File: src/rtl/gpio_ovr_pkg.sv
package gpio_ovr_pkg;
    localparam int ADDR_W = 2;

    typedef enum logic [ADDR_W-1:0] {
        SEL_LATCH = 2'd0,
        SEL_LEVEL = 2'd1,
        SEL_DIR   = 2'd2,
        SEL_DRIVE = 2'd3
    } reg_sel_e;

    typedef enum logic [1:0] {
        MODE_OFF = 2'd0,
        MODE_IN  = 2'd1,
        MODE_OUT = 2'd2
    } pin_mode_e;
endpackage

File: src/rtl/gpio_ovr_sync.sv
module gpio_ovr_sync #(
    parameter int W      = 8,
    parameter int STAGES = 2
) (
    input  logic         clk,
    input  logic         rst_n,
    input  logic [W-1:0] pin_i,
    output logic [W-1:0] level_o
);
    localparam int CW = $clog2(STAGES + 1);

    typedef struct packed {
        logic [STAGES-1:0][W-1:0] stage;
        logic [CW-1:0]            fill;
    } sync_t;

    sync_t st_d, st_q;

    always_comb begin
        st_d = st_q;
        st_d.stage[0] = pin_i;
        for (int k = 1; k < STAGES; k++) begin
            st_d.stage[k] = st_q.stage[k-1];
        end
        if (st_q.fill != CW'(STAGES)) begin
            st_d.fill = st_q.fill + 1'b1;
        end
    end

    always_ff @(posedge clk or negedge rst_n) begin
        if (!rst_n) st_q <= '0;
        else        st_q <= st_d;
    end

    assign level_o = st_q.stage[STAGES-1];

    generate
        if (STAGES == 2) begin : g_lag_chk
            // output trails the pad by exactly two edges once filled
            p_sync_lag_r7: assert property (@(posedge clk) disable iff (!rst_n)
                (st_q.fill == CW'(STAGES)) |-> (level_o == $past(pin_i, 2)));
        end
    endgenerate
endmodule

File: src/rtl/gpio_ovr_regs.sv
module gpio_ovr_regs
    import gpio_ovr_pkg::*;
#(
    parameter int W = 8
) (
    input  logic              clk,
    input  logic              rst_n,
    input  logic [ADDR_W-1:0] addr_i,
    input  logic              wr_i,
    input  logic [W-1:0]      wdata_i,
    input  logic [W-1:0]      out_mask_i,
    input  logic [W-1:0]      level_i,
    output logic [W-1:0]      rdata_o,
    output logic [W-1:0]      latch_o,
    output logic [W-1:0]      dir_o,
    output logic [W-1:0]      drive_o
);
    typedef struct packed {
        logic [W-1:0] latch;
        logic [W-1:0] dir;
        logic [W-1:0] drive;
    } regs_t;

    regs_t    rg_d, rg_q;
    reg_sel_e sel;

    assign sel = reg_sel_e'(addr_i);

    always_comb begin
        rg_d = rg_q;
        if (wr_i) begin
            unique case (sel)
                SEL_LATCH: rg_d.latch = wdata_i;
                SEL_DIR:   rg_d.dir   = wdata_i;
                SEL_DRIVE: rg_d.drive = wdata_i;
                default:   rg_d       = rg_q;
            endcase
        end
    end

    always_ff @(posedge clk or negedge rst_n) begin
        if (!rst_n) rg_q <= '0;
        else        rg_q <= rg_d;
    end

    always_comb begin
        unique case (sel)
            SEL_LATCH: rdata_o = (rg_q.latch & out_mask_i) | (level_i & ~out_mask_i);
            SEL_LEVEL: rdata_o = level_i;
            SEL_DIR:   rdata_o = rg_q.dir;
            default:   rdata_o = rg_q.drive;
        endcase
    end

    assign latch_o = rg_q.latch;
    assign dir_o   = rg_q.dir;
    assign drive_o = rg_q.drive;

    // direction bits move only on a bus write to the direction address
    p_dir_hold_r6: assert property (@(posedge clk) disable iff (!rst_n)
        !(wr_i && sel == SEL_DIR) |=> $stable(rg_q.dir));
    // a write lands on the following edge
    p_wr_lands_r10: assert property (@(posedge clk) disable iff (!rst_n)
        (wr_i && sel == SEL_DIR) |=> (rg_q.dir == $past(wdata_i)));
    // the pin-level address is read-only
    p_level_ro_r10: assert property (@(posedge clk) disable iff (!rst_n)
        (wr_i && sel == SEL_LEVEL) |=> $stable(rg_q));
endmodule

File: src/rtl/gpio_ovr_resolve.sv
module gpio_ovr_resolve
    import gpio_ovr_pkg::*;
#(
    parameter int W        = 8,
    parameter int SHUT_PIN = 7
) (
    input  logic [W-1:0] seg_i,
    input  logic [W-1:0] pwm_i,
    input  logic [W-1:0] wave_i,
    input  logic         shut_i,
    input  logic [W-1:0] dir_i,
    input  logic [W-1:0] drive_i,
    input  logic [W-1:0] latch_i,
    output logic [W-1:0] oe_o,
    output logic [W-1:0] ie_o,
    output logic [W-1:0] rdrv_o,
    output logic [W-1:0] pad_o
);
    generate
        for (genvar i = 0; i < W; i++) begin : g_pin
            localparam bit HAS_SHUT = (i == SHUT_PIN);
            pin_mode_e mode;
            logic      pwm_owns;

            always_comb begin
                pwm_owns = 1'b0;
                if (seg_i[i]) begin
                    mode = MODE_OFF;
                end else if (HAS_SHUT && shut_i) begin
                    mode = MODE_IN;
                end else if (pwm_i[i]) begin
                    mode     = MODE_OUT;
                    pwm_owns = 1'b1;
                end else if (dir_i[i]) begin
                    mode = MODE_OUT;
                end else begin
                    mode = MODE_IN;
                end
            end

            assign oe_o[i]   = (mode == MODE_OUT);
            assign ie_o[i]   = (mode == MODE_IN);
            assign rdrv_o[i] = (mode == MODE_OUT) && drive_i[i];
            assign pad_o[i]  = pwm_owns ? wave_i[i] : latch_i[i];
        end
    endgenerate
endmodule

File: src/rtl/gpio_ovr_port.sv
module gpio_ovr_port
    import gpio_ovr_pkg::*;
#(
    parameter int W        = 8,
    parameter int SHUT_PIN = 7,
    parameter int STAGES   = 2
) (
    input  logic              clk,
    input  logic              rst_n,
    input  logic [ADDR_W-1:0] bus_addr,
    input  logic              bus_wr,
    input  logic [W-1:0]      bus_wdata,
    output logic [W-1:0]      bus_rdata,
    input  logic [W-1:0]      pin_in,
    input  logic [W-1:0]      seg_en,
    input  logic [W-1:0]      pwm_en,
    input  logic [W-1:0]      pwm_wave,
    input  logic              pwm_shut,
    output logic [W-1:0]      pad_out,
    output logic [W-1:0]      pad_oe,
    output logic [W-1:0]      pad_ie,
    output logic [W-1:0]      pad_rdrv
);
    localparam logic [W-1:0] SHUT_MASK = W'(1) << SHUT_PIN;

    logic [W-1:0] level, latch, dir, drive;

    gpio_ovr_sync #(.W(W), .STAGES(STAGES)) u_sync (
        .clk(clk), .rst_n(rst_n), .pin_i(pin_in), .level_o(level)
    );

    gpio_ovr_regs #(.W(W)) u_regs (
        .clk(clk), .rst_n(rst_n), .addr_i(bus_addr), .wr_i(bus_wr),
        .wdata_i(bus_wdata), .out_mask_i(pad_oe), .level_i(level),
        .rdata_o(bus_rdata), .latch_o(latch), .dir_o(dir), .drive_o(drive)
    );

    gpio_ovr_resolve #(.W(W), .SHUT_PIN(SHUT_PIN)) u_res (
        .seg_i(seg_en), .pwm_i(pwm_en), .wave_i(pwm_wave), .shut_i(pwm_shut),
        .dir_i(dir), .drive_i(drive), .latch_i(latch),
        .oe_o(pad_oe), .ie_o(pad_ie), .rdrv_o(pad_rdrv), .pad_o(pad_out)
    );

    // a pad never has both buffers on
    p_enables_excl_r2: assert property (@(posedge clk) disable iff (!rst_n)
        (pad_oe & pad_ie) == '0);
    // segment display switches both buffers off
    p_seg_off_r3: assert property (@(posedge clk) disable iff (!rst_n)
        (seg_en & (pad_oe | pad_ie)) == '0);
    // an enabled PWM channel drives unless a stronger override applies
    p_pwm_drives_r4: assert property (@(posedge clk) disable iff (!rst_n)
        (pwm_en & ~seg_en & ~(pwm_shut ? SHUT_MASK : '0) & ~pad_oe) == '0);
    // shutdown forces the shutdown pin to receive
    p_shut_in_r5: assert property (@(posedge clk) disable iff (!rst_n)
        (pwm_shut && !seg_en[SHUT_PIN]) |-> (pad_ie[SHUT_PIN] && !pad_oe[SHUT_PIN]));
    // reduced drive only on driving pins
    p_rdrv_oe_r9: assert property (@(posedge clk) disable iff (!rst_n)
        (pad_rdrv & ~pad_oe) == '0);
endmodule

File: config.mk
export PLATFORM = sky130hd
export DESIGN_NAME = gpio_ovr_port
export DESIGN_NICKNAME = d
export VERILOG_FILES = /design/src/rtl/gpio_ovr_pkg.sv /design/src/rtl/gpio_ovr_sync.sv /design/src/rtl/gpio_ovr_regs.sv /design/src/rtl/gpio_ovr_resolve.sv /design/src/rtl/gpio_ovr_port.sv
export SDC_FILE = /design/constraint.sdc
export NUM_CORES = 1
export LEC_CHECK = 0
export ABC_AREA = 1
export BUFFER_PORTS_ARGS = -buffer_cell sky130_fd_sc_hd__clkbuf_2
export CORE_ASPECT_RATIO = 1.5
export CORE_MARGIN = 2
export CORE_UTILIZATION = 44
export CTS_CLUSTER_DIAMETER = 50
export DETAILED_ROUTE_END_ITERATION = 8
export PLACE_DENSITY = 0.78
export SYNTH_ARGS = -nofsm -noshare
export SYNTH_HDL_FRONTEND = slang
export SYNTH_HIERARCHICAL = 1
export SYNTH_SLANG_ARGS = --single-unit
File: constraint.sdc
create_clock -name clk -period 0.9 [get_ports clk]
set_input_delay 0.135 -clock clk [delete_from_list [all_inputs] [get_ports clk]]
set_output_delay 0.135 -clock clk [all_outputs]
set_load 0.01 [all_outputs]
**Yosys cells after proc, flatten, opt, wreduce, memory -nomap -nowiden**

Index checks and enable logic that the tools add are counted.

- Bits in read-only memories: 0
- Flip-flop bits (word level): 40
- Input port bits: 46
- Memories: 0
- Latch bits: 0
- Word-level logic and storage cells: 91
- Memory bits (writable): 0

- Bitwise operators: 4
- Multiply operators: 0
- Equality and inequality tests: 19
- $add $sub $neg: 0
- Reduce and logical (&&, ||, !) cells: 12
- Muxes and demuxes: 51
- Shifts and indexed selects: 0
- Div/mod/pow operators: 0
- Magnitude comparators: 0

Operators with widths:

| operator | number |
|---|---|
| $mux 2 | 25 |
| $mux 1 | 25 |
| $pmux 8 s3 | 1 |
| $eq 2x2->1 const B | 10 |
| $eq 2x1->1 const B | 9 |
| $and 8x8->8 | 2 |
| $logic_and 1x1->1 | 8 |
| $not 8->8 | 1 |
| $or 8x8->8 | 1 |
| $reduce_and 2->1 | 3 |
| $logic_not 2->1 | 1 |

**Depth between registers and ports, before layout**

Gate-level depths: netlist of the first run.

- Depth after elaboration: 9
- Depth in mapped cells: 8
- Mapped depth without buffers: 8

**Hierarchy**

The synthesis of the first run kept the hierarchy.

Modules (own cells, without submodules):

| module | times used | area each (um^2) | cells each |
|---|---|---|---|
| gpio_ovr_regs | 1 | 1,388.8 | 189 |
| gpio_ovr_sync | 1 | 400.4 | 16 |
| gpio_ovr_resolve | 1 | 384.1 | 77 |

**Worst setup path before layout of the first run**

OpenSTA, ideal clock, no wires.

- Kind: flip-flop to output port
- Start: register u_regs.rg_q (netlist bit u_regs/dir_o[3])
- End: output bus_rdata[3]
- Data required time: 0.765 ns
- Path slack: -0.200 ns
- Cell stages (with the launch flop): 7
- Arrival: 0.965 ns
- Cells stage by stage: dfrtp_1 > nor2_1 > nor2_1 > inv_1 > nand2_1 > nand3_1 > nand3_1

- Word-level cells in the longest chain between the ends: 8
- Elaborated cells on any way between the ends: 9
- Classes of those cells: 1 x eq/ne; 4 x mux; 4 x bitwise

RTL lines:

| what | line | RTL |
|---|---|---|
| start: declaration | gpio_ovr_regs.sv:24 | `regs_t rg_d, rg_q;` |
| start signal: assignment | gpio_ovr_regs.sv:43 | `else rg_q <= rg_d;` |
| $mux 2 (*) | gpio_ovr_resolve.sv:34 | `end else if (dir_i[i]) begin` |
| $mux 2 (*) | gpio_ovr_resolve.sv:31 | `end else if (pwm_i[i]) begin` |
| $mux 2 (*) | gpio_ovr_resolve.sv:27 | `if (seg_i[i]) begin` |
| $eq 2x2->1 (*) | gpio_ovr_resolve.sv:41 | `assign oe_o[i] = (mode == MODE_OUT);` |
| named net pad_oe[3] | gpio_ovr_port.sv:20 | `output logic [W-1:0] pad_oe,` |
| $not 8->8 | gpio_ovr_regs.sv:48 | `SEL_LATCH: rdata_o = (rg_q.latch & out_mask_i) \| (level_i & ~out_mask_i);` |
| $and 8x8->8 | gpio_ovr_regs.sv:48 |  |
| $or 8x8->8 (*) | gpio_ovr_regs.sv:48 |  |
| $pmux 8 s3 (*) | gpio_ovr_regs.sv:47 | `unique case (sel)` |
| end: declaration | gpio_ovr_port.sv:13 | `output logic [W-1:0] bus_rdata,` |

The timed path passes the listed nets; every way through them passes the cells marked *.

**Worst setup path in the final report of the first run**

- Start: register u_regs.rg_q (netlist bit u_regs/dir_o[5])
- End: output bus_rdata[5]

- Word-level cells in the longest chain between the ends: 8
- Elaborated cells on any way between the ends: 9
- Classes of those cells: 1 x eq/ne; 4 x mux; 4 x bitwise

RTL lines:

| what | line |
|---|---|
| $mux 2 | gpio_ovr_resolve.sv:34 |
| $mux 2 | gpio_ovr_resolve.sv:31 |
| $mux 2 | gpio_ovr_resolve.sv:27 |
| $eq 2x2->1 | gpio_ovr_resolve.sv:41 |
| $not 8->8 | gpio_ovr_regs.sv:48 |
| $and 8x8->8 | gpio_ovr_regs.sv:48 |
| $or 8x8->8 | gpio_ovr_regs.sv:48 |
| $pmux 8 s3 (*) | gpio_ovr_regs.sv:47 |

Mark *: on every way between the ends. The rest lies on a longest branch, timed or not.

==> impl_metrics.toml, run 1 <==
[flow_run]
max_cap_viol_count = 0

[timing]
fin_tns_setup_ns = -14.29
setup_violations = 40
rsz0062_at_grt = "true"
hold_viol = 0
slew_headroom_pct = 80.88
fin_worst_skew_ns = 0.002707
timing.final.crit_share_pct = 159.5
min_period_ns = 1.435
worst_pin_slew_ns = 0.2857
layout_setup_ws_ns = -0.5353
report.final.slew_viol_count = 0
achievable-frequency_mhz = 696.7

[placed_design]
hpwl_microns = 4447
portBuffers = 85
globalplace.congestion = 0.8593
placed_cells = 482

[setup_path]
cp_data_required_time_ns = 0.76
cp_max_fo = 3
critPathKind = "reg -> out"
crit_path_end_kind = "output port"
arrival_ns = 1.30
start_kind = "flip-flop"

[power]
p_per_area_nw_per_um2 = 1476
p_int_mw = 3.600
ir_worst_vdd_mv = 1.505
pwr-share-comb_pct = 35.6
p_seq_share_pct = 41.0
cellLeakagePower_nw = 2.002
swShare_pct = 32.12
p_sw_mw = 1.704
clkPwrFrac_pct = 23.5

[outcome]
violations = "negative setup slack"
outcome = "finished with violations"

[yosys]
yosysTopAreaCell = "dfrtp_1"
synth_most_common_cell = "nand2_1"
syn_inst = 282
ys_seq_area_share_pct = 46.06
yosys_most_used_dff = "dfrtp_1"
synthTopCellsByCount = "nand2_1, inv_1, dfrtp_1, nand3_1, o21ai_1"
avgSynthCellArea_sq_um = 7.707
synth_edf_count = 0
synth_area_leaders = "dfrtp_1, nand2_1, nand3_1"
synth_cell_types = 20
synth_fp_nets = 328
synthArstFlopShare_pct = 100.0
synth_top_area_share_pct = 46.06
synthesis.area_sq_um = 2173
ys_ff_latch = 40
yosysWarnings = 6

[layout]
drive_gt1_share_pct = 52.27
fin_cells = 506
final_nets = 485
insertedDiodeCount = 0
area_growth_pct = 65.29

[global_routing]
grt_max_degree = 41
grt_pass1_wl_microns = 10340
antenna_found_initial = 0
overflow = 0
track_usage_pct = 24.77
grt_pass1_vias = 2410

[clock_network]
cts.path.max_buffers = 2
clk_latency_ns = 0.29
tritoncts = "built"
cts_made_buffers = 5
clkSinkCount = 40
cts.clk_slew.worst_paths_ns = 0.08
cts_max_level = 2
cts_root_buffer = "clkbuf_8"

[detailed_routing]
ant_nets = 0
totalWireLength_microns = 6748
via_per_inst = 4.907
wire_per_inst_microns = 13.34
drt_pre_antenna_iters = 4
route.detailed.drc = 0
drt-initial-drc-count = 54
num_vias = 2483

[min_path]
min_path_type = "in -> reg"

[floorplanning]
dieWidth_microns = 61.39
core_sq_um = 4810
initial_utilization_pct = 45.19
ios = 86
rows = 31
die_area_sq_um = 5529
die_y_microns = 90.08
-- critical path, cell delays in order, from the launching register on --
cell and delay [ns]:
dfrtp_1 0.41, nor2_2 0.16, nor2_2 0.07, inv_1 0.05
nand2_1 0.05, nand3_2 0.06, nand3_2 0.08, buf_6 0.13
-- power by group through the flow --
stage	sequential [mW]	combinational [mW]	clock [mW]
2_1_floorplan	2.16	0.744	0
3_3_place_gp	2.18	1.53	0
3_5_place_dp	2.19	1.57	0
4_1_cts	2.16	1.74	1.25
5_1_grt	2.19	2.08	1.34
6_report	2.17	1.89	1.24
-- placed cells by master, fill, tap and decap left out, drive strengths merged --
cell type,instances
a21oi,1
buf,92
clkbuf,60
clkinvlp,2
dfrtp,40
dlygate4sd3,9
inv,56
nand2,83
nand3,42
nand4,1
nor2,16
nor3,7
nor3b,7
o21ai,24
-- final cells by class --
| type | count | area, sq um |
|---|---|---|
| fill | 353 | 1217 |
| sequential | 40 | 1001 |
| clock buffer | 6 | 82.58 |
| clock inverter | 2 | 15.01 |
| multi-input combinational | 181 | 1077 |
| inverter | 56 | 210.2 |
| timing repair buffer | 155 | 1124 |
| tap | 66 | 82.58 |
-- through the flow --
stage	worst slack (ns)	utilization (%)	hold WS, ns	instance area [sq um]	power, mW
2_1_floorplan	-0.1065	-	-0.1606	2248	2.908
3_3_place_gp	-0.1846	65.17	0.1197	3134	3.706
3_5_place_dp	-0.2110	65.17	0.1207	3134	3.756
4_1_cts	-0.5014	71.90	0.1319	3458	5.158
5_1_grt	-0.6237	74.69	0.1461	3592	5.616
6_report	-0.5353	74.69	0.1341	3592	5.304
-- sequential cells by signal (all words and copies together), names as in the netlist --
| name | cells |
|---|---|
| u_sync/level_o | 8 |
| u_sync/st_d | 8 |
| u_regs/latch_o | 8 |
| u_regs/dir_o | 8 |
| u_regs/drive_o | 8 |
-- path summary, 6_finish.rpt --
check                                         end  cells after the start  slack (ns)               from
worst max-delay path                 bus_rdata[5]                      7       -0.54    u_regs/dir_o[5]
worst min-delay path              u_regs/dir_o[7]                      3        0.13       bus_wdata[7]
worst max register to register  u_regs/latch_o[7]                      3        0.04  u_regs/latch_o[7]
worst min register to register  u_sync/level_o[6]                      0        0.35    u_sync/st_d[16]
max in group asynchronous       u_regs/drive_o[6]                      3        0.36              rst_n
min in group asynchronous       u_regs/latch_o[1]                      3        0.34              rst_n
-- repair_timing --
| action | 4_1_cts | 5_1_grt |
|---|---|---|
| endpoints found under the hold margin | 48 | 0 |
| setup buffers | 3 | 10 |
| setup endpoints to repair | 40 | 43 |
| pin swaps | 17 | 14 |
| gates resized for setup | 29 | 53 |
| hold buffers | 9 | 0 |
-- kinds of logic (layout without fill, tap and decap cells) --
| kind of cell | count (synthesis) | after routing | synth area share, % |
|---|---|---|---|
| and+or+nand+nor | 156 | 156 | 34.54 |
| buffers and inverters | 61 | 219 | 12.09 |
| AOI/OAI and AO/OA | 25 | 25 | 7.311 |
| DFF | 40 | 40 | 46.06 |
-- routing by layer --
metal	up-vias	GRT usage, %	wire length (microns)
met5	-	0	0
met4	0	10.64	272
met3	23	3.597	413
met2	101	44.50	3802
met1	1160	27.31	2260
li1	1199	-	-
(Power assumes the default switching activity.)
==> inputs of run 2 (changes only) <==
--- a/config.mk
+++ b/config.mk
@@ -13,6 +13,7 @@
 export CTS_CLUSTER_DIAMETER = 50
 export DETAILED_ROUTE_END_ITERATION = 8
 export PLACE_DENSITY = 0.78
+export SKIP_CTS_REPAIR_TIMING = 1
 export SYNTH_ARGS = -nofsm -noshare
 export SYNTH_HDL_FRONTEND = slang
 export SYNTH_HIERARCHICAL = 1
==> run 2 against run 1 <==
  * The run still ends with negative setup slack left
  * Worst hold slack got worse by 0.0012 ns
  * Clock power about the same
  * Via count fell by 1.9%
  * Worst setup slack gained 0.0073 ns
  * Clock-buffer cell count unchanged
==> impl_metrics.toml, run 2 (synthesis gave the netlist of run 1 again) <==
[outcome]
outcome = "finished with violations"
violations = "negative setup slack"

[setup_path]
critPathKind = "reg -> out"
cp_cell_sequence = "inv_1, nand2_2, nand3_2, inv_2, nand2_1, nand3_2, nand3_2, buf_6"
cp_data_required_time_ns = 0.76
cpMostUsedCell = "nand3_2"
cp_max_fo = 3
max_stage_delay_ns = 0.35
start_kind = "flip-flop"
arrival_ns = 1.29
crit_path_end_kind = "output port"
critPathSlowestCell = "dfrtp_1"

[global_routing]
grt_max_degree = 41
grt_pass1_vias = 2215
antenna_found_initial = 0
track_usage_pct = 22.44
grt_pass1_wl_microns = 9390
overflow = 0

[detailed_routing]
totalWireLength_microns = 6561
ant_nets = 0
wire_per_inst_microns = 12.99
num_vias = 2436
via_per_inst = 4.824
drt-initial-drc-count = 73
route.detailed.drc = 0
drt_pre_antenna_iters = 4

[timing]
worst_pin_slew_ns = 0.2735
achievable-frequency_mhz = 700.3
slew_headroom_pct = 81.70
fin_worst_skew_ns = 0.001065
report.final.slew_viol_count = 0
setup_violations = 40
hold_viol = 0
fin_tns_setup_ns = -14.18
layout_setup_ws_ns = -0.5279
min_period_ns = 1.428
rsz0062_at_grt = "true"
timing.final.crit_share_pct = 158.7

[clock_network]
cts_made_buffers = 5
cts.clk_slew.worst_paths_ns = 0.08
cts_root_buffer = "clkbuf_8"
tritoncts = "built"
cts_max_level = 2
cts.path.max_buffers = 2
clk_latency_ns = 0.29
clkSinkCount = 40

[floorplanning]
rows = 31
die_y_microns = 90.08
ios = 86
initial_utilization_pct = 45.19
dieWidth_microns = 61.39
core_sq_um = 4810
die_area_sq_um = 5529

[placed_design]
pre_cts_slack_ns = -0.2110
place_area_sq_um = 3134
portBuffers = 85
globalplace.congestion = 0.8593
hpwl_microns = 4447

[layout]
final_nets = 484
fillers = 365
final_area_sq_um = 3558
insertedDiodeCount = 0
drive_gt1_share_pct = 51.71
area_growth_pct = 63.73
final_cell_mix = "nand2_1, clkbuf_2, inv_1, buf_4, dfrtp_1"
final_common_cell = "nand2_1"

[power]
ir_worst_vdd_mv = 1.517
p_per_area_nw_per_um2 = 1473
total_power_mw = 5.240
cellLeakagePower_nw = 1.989

[min_path]
min_path_type = "in -> reg"

[flow_run]
max_cap_viol_count = 0
[run 2: cell types whose count changed in the layout (fill, tap and decap cells not counted)]
cell | previous run | this run
nand2_4 | 2 | 1
buf_4 | 44 | 45
nand2_1 | 71 | 72
buf_6 | 26 | 23
clkbuf_2 | 54 | 51
nand3_2 | 13 | 12
buf_2 | 20 | 24
nand3_1 | 28 | 29
[run 2: per-layer routing]
metal / up-vias / track usage, % / part of all wire [%] / wire length, microns
met5: - / 0 / 0 / 0
met4: 0 / 6.915 / 2.4 / 155
met3: 14 / 3.597 / 4.6 / 303
met2: 77 / 40.69 / 58 / 3788
met1: 1150 / 25.57 / 35 / 2313
li1: 1195 / - / - / -
[run 2: critical path: cells and delay by family, from the launching register on]
kind                   cells  cell delay [ns]
buffers and inverters      3             0.28
and+or+nand+nor            5             0.37
DFF                        1             0.35
[run 2: path summary, 6_finish.rpt]
check                      cells past startpoint  slack [ns]           endpoint       startpoint
max                                            8       -0.53       bus_rdata[7]  u_regs/dir_o[7]
max reg2reg                                    4        0.04    u_regs/dir_o[6]  u_regs/dir_o[6]
max in group asynchronous                      3        0.36  u_regs/drive_o[1]            rst_n
min reg2reg                                    0        0.35  u_sync/level_o[0]  u_sync/st_d[10]
min                                            3        0.13  u_regs/latch_o[5]     bus_wdata[5]
min in group asynchronous                      3        0.35  u_sync/level_o[7]            rst_n
[run 2: layout make-up]
cell class	count	area, sq um	share of cell area [%]
timing repair buffer	154	1102	30.98
multi-input combinational	181	1065	29.92
sequential	40	1001	28.13
inverter	56	210.2	5.907
clock buffer	6	82.58	2.321
tap	66	82.58	2.321
clock inverter	2	15.01	0.4219
[run 2: power breakdown]
group / total, mW / internal (mW) / switching, mW
clock: 1.24 / 0.620 / 0.619
sequential: 2.17 / 2.00 / 0.163
combinational: 1.83 / 0.948 / 0.886
[run 2: stage by stage]
step                      instances  hold WS [ns]  util (%)
after floorplan                 282       -0.1606         -
after global placement          482        0.1197     65.17
after detailed placement        482        0.1207     65.17
after CTS                       490       -0.1943     67.20
after global routing            505        0.1459     73.99
final                           505        0.1329     73.99
==> inputs of run 3 (changes only) <==
--- a/config.mk
+++ b/config.mk
@@ -9,12 +9,11 @@
 export BUFFER_PORTS_ARGS = -buffer_cell sky130_fd_sc_hd__clkbuf_2
 export CORE_ASPECT_RATIO = 1.5
 export CORE_MARGIN = 2
-export CORE_UTILIZATION = 44
+export CORE_UTILIZATION = 43
 export CTS_CLUSTER_DIAMETER = 50
 export DETAILED_ROUTE_END_ITERATION = 8
 export PLACE_DENSITY = 0.78
 export SKIP_CTS_REPAIR_TIMING = 1
 export SYNTH_ARGS = -nofsm -noshare
 export SYNTH_HDL_FRONTEND = slang
-export SYNTH_HIERARCHICAL = 1
 export SYNTH_SLANG_ARGS = --single-unit
==> run 3 against run 2 <==
  * The run still ends with negative setup slack left
  * Worst setup slack improved by 0.013 ns
  * Clock-buffer cell count increased by 1
  * Sequential cell count unchanged
  * Clock power increased by 27%
  * First-iteration DRC count decreased by 14%
  * Worst hold slack got worse by 0.021 ns
  * Via count decreased by 7.4%
  * Maximum frequency increased by 0.95%
  * Critical path type unchanged
  * Critical endpoint unchanged
==> impl_metrics.toml, run 3 <==
[outcome]
outcome = "finished with violations"
violations = "negative setup slack"

[clock_network]
clkSinkCount = 40
cts_made_buffers = 5
cts.clk_slew.worst_paths_ns = 0.08
cts.path.max_buffers = 2
cts_root_buffer = "clkbuf_8"
clk_latency_ns = 0.29
cts_max_level = 2
tritoncts = "built"

[power]
ir_worst_vdd_mv = 1.192
pwr-share-comb_pct = 31.1
p_seq_share_pct = 39.8
swShare_pct = 29.19
p_per_area_nw_per_um2 = 1622
cellLeakagePower_nw = 1.888
p_sw_mw = 1.579
clkPwrFrac_pct = 29.2
p_int_mw = 3.831

[yosys]
synth_area_leaders = "dfrtp_1, nand2_1, inv_1"
ys_seq_area_share_pct = 49.32
synthesis.area_sq_um = 2029
syn_inst = 271
synthTopCellsByCount = "nand2_1, inv_1, dfrtp_1, o21ai_0, nand3_1"
synth_most_common_cell = "nand2_1"
synth_fp_nets = 317
yosys_most_used_dff = "dfrtp_1"
synth_top_area_share_pct = 49.32
synthArstFlopShare_pct = 100.0
avgSynthCellArea_sq_um = 7.489
synth_edf_count = 0
ys_ff_latch = 40
yosysTopAreaCell = "dfrtp_1"
synth_cell_types = 14
yosysWarnings = 0

[detailed_routing]
route.detailed.drc = 0
via_per_inst = 4.749
drt_pre_antenna_iters = 4
wire_per_inst_microns = 12.39
ant_nets = 0
num_vias = 2256
totalWireLength_microns = 5884
drt-initial-drc-count = 63

[floorplanning]
initial_utilization_pct = 44.68
die_y_microns = 88.14
core_sq_um = 4542
dieWidth_microns = 60.10
ios = 86
die_area_sq_um = 5297
rows = 30

[placed_design]
place_area_sq_um = 2780
globalplace.congestion = 0.8049
placed_cells = 451
portBuffers = 85
hpwl_microns = 3971
pre_cts_slack_ns = -0.2867

[global_routing]
antenna_found_initial = 0
track_usage_pct = 20.92
grt_pass1_vias = 1998
overflow = 0
grt_max_degree = 41
grt_pass1_wl_microns = 8204

[min_path]
min_path_type = "in -> reg"
holdPathStages = 3
holdPathEnd = "u_regs.dir_o[2]"
min_from = "bus_wdata[2]"

[layout]
seq_area_sq_um = 1001
fillers = 360
final_area_sq_um = 3336
insertedDiodeCount = 0
final_nets = 456
multiInputGateArea_sq_um = 949.7
final_cell_mix = "nand2_1, clkbuf_2, inv_1, dfrtp_1, o21ai_0"
fin_cells = 475
area_growth_pct = 64.37
final_common_cell = "nand2_1"
drive_gt1_share_pct = 45.50

[setup_path]
r2r_slack_ns = 0.01
cp_top_family = "flip-flops"
max_stage_delay_ns = 0.40
r2r_start = "u_regs.latch_o[0]"
worstReg2RegEnd = "u_regs.latch_o[0]"
crit_path_end_kind = "output port"
cp_max_fo = 3
cp_cell_sequence = "inv_2, nand2_4, nand3_4, nand2_1, nand3_1, nand3_2, clkbuf_2"
cp_data_required_time_ns = 0.76
start_kind = "flip-flop"
crit_buf_inv = 2
critPathSlowestCell = "dfrtp_1"
arrival_ns = 1.28
critPathKind = "reg -> out"
r2r_cells = 4

[timing]
fin_worst_skew_ns = 0.001652
timing.final.crit_share_pct = 157.2
report.final.slew_viol_count = 0
setup_violations = 40
fin_tns_setup_ns = -14.94
min_period_ns = 1.414
layout_setup_ws_ns = -0.5145
rsz0062_at_grt = "true"
slew_headroom_pct = 76.61
worst_pin_slew_ns = 0.3500
hold_viol = 0
achievable-frequency_mhz = 707.0

[flow_run]
max_cap_viol_count = 0
[run 3: changes by cell type after synthesis, sizes merged, moves of 5 or more]
cell	change
inv	+5
nand2	-9
nand3b	+14
nand3	-23
o21ai	+15
nor3b	-7
nor3	-7
[run 3: cell families after synthesis]
group / Yosys count / share of synthesized area [%]
simple gates: 126 / 27.93
flops: 40 / 49.32
buf+inv: 64 / 12.64
compound gates: 41 / 10.11
[run 3: metrics by stage]
step | power [mW] | util [%] | hold WS (ns)
6_report | 5.410 | 73.44 | 0.1120
3_5_place_dp | 3.441 | 61.21 | 0.1278
5_1_grt | 5.701 | 73.44 | 0.1319
2_1_floorplan | 2.743 | - | -0.1606
3_3_place_gp | 3.397 | 61.21 | 0.1262
4_1_cts | 5.007 | 63.99 | -0.1842
[run 3: worst max-delay path by stage]
stage	startpoint	end	slack (ns)	cells after the start
after floorplan	u_regs.dir_o[0]	bus_rdata[0]	-0.02	6
after global placement	bus_addr[0]	bus_rdata[7]	-0.28	7
after detailed placement	bus_addr[0]	bus_rdata[7]	-0.29	7
after CTS	u_regs.dir_o[7]	bus_rdata[7]	-0.54	7
after global routing	u_regs.dir_o[7]	bus_rdata[7]	-0.57	7
final	u_regs.dir_o[7]	bus_rdata[7]	-0.51	7
[run 3: worst register-to-register path, delay by kind of cell, from the launching register on]
family                 cells  cell delay (ns)
and+or+nand+nor            1             0.08
DFF                        1             0.40
buffers and inverters      2             0.24
AOI/OAI and AO/OA          1             0.06
[run 3: per-layer routing]
metal  GRT usage (%)  share of wire [%]  vias to the layer above
met1           22.97                 38                     1053
li1                -                  -                     1112
met5               0                  0                        -
met3           4.727                5.1                       16
met2           36.76                 55                       75
met4           10.51                2.7                        0
[run 3: layout make-up]
type                            instances  share of cell area [%]
Inverter                               61                   6.864
Clock buffer                            7                   2.888
Clock inverter                          1                  0.9002
Multi-Input combinational cell        167                   28.47
Sequential cell                        40                   30.01
Timing Repair Buffer                  135                   28.47
Tap cell                               64                   2.401
[run 3: power by group through the flow]
| stage | clock network, mW | registers (mW) | logic [mW] |
|---|---|---|---|
| 2_1_floorplan | 0 | 2.13 | 0.615 |
| 3_3_place_gp | 0 | 2.15 | 1.24 |
| 3_5_place_dp | 0 | 2.16 | 1.28 |
| 4_1_cts | 1.59 | 2.13 | 1.28 |
| 5_1_grt | 1.67 | 2.18 | 1.85 |
| 6_report | 1.58 | 2.15 | 1.68 |
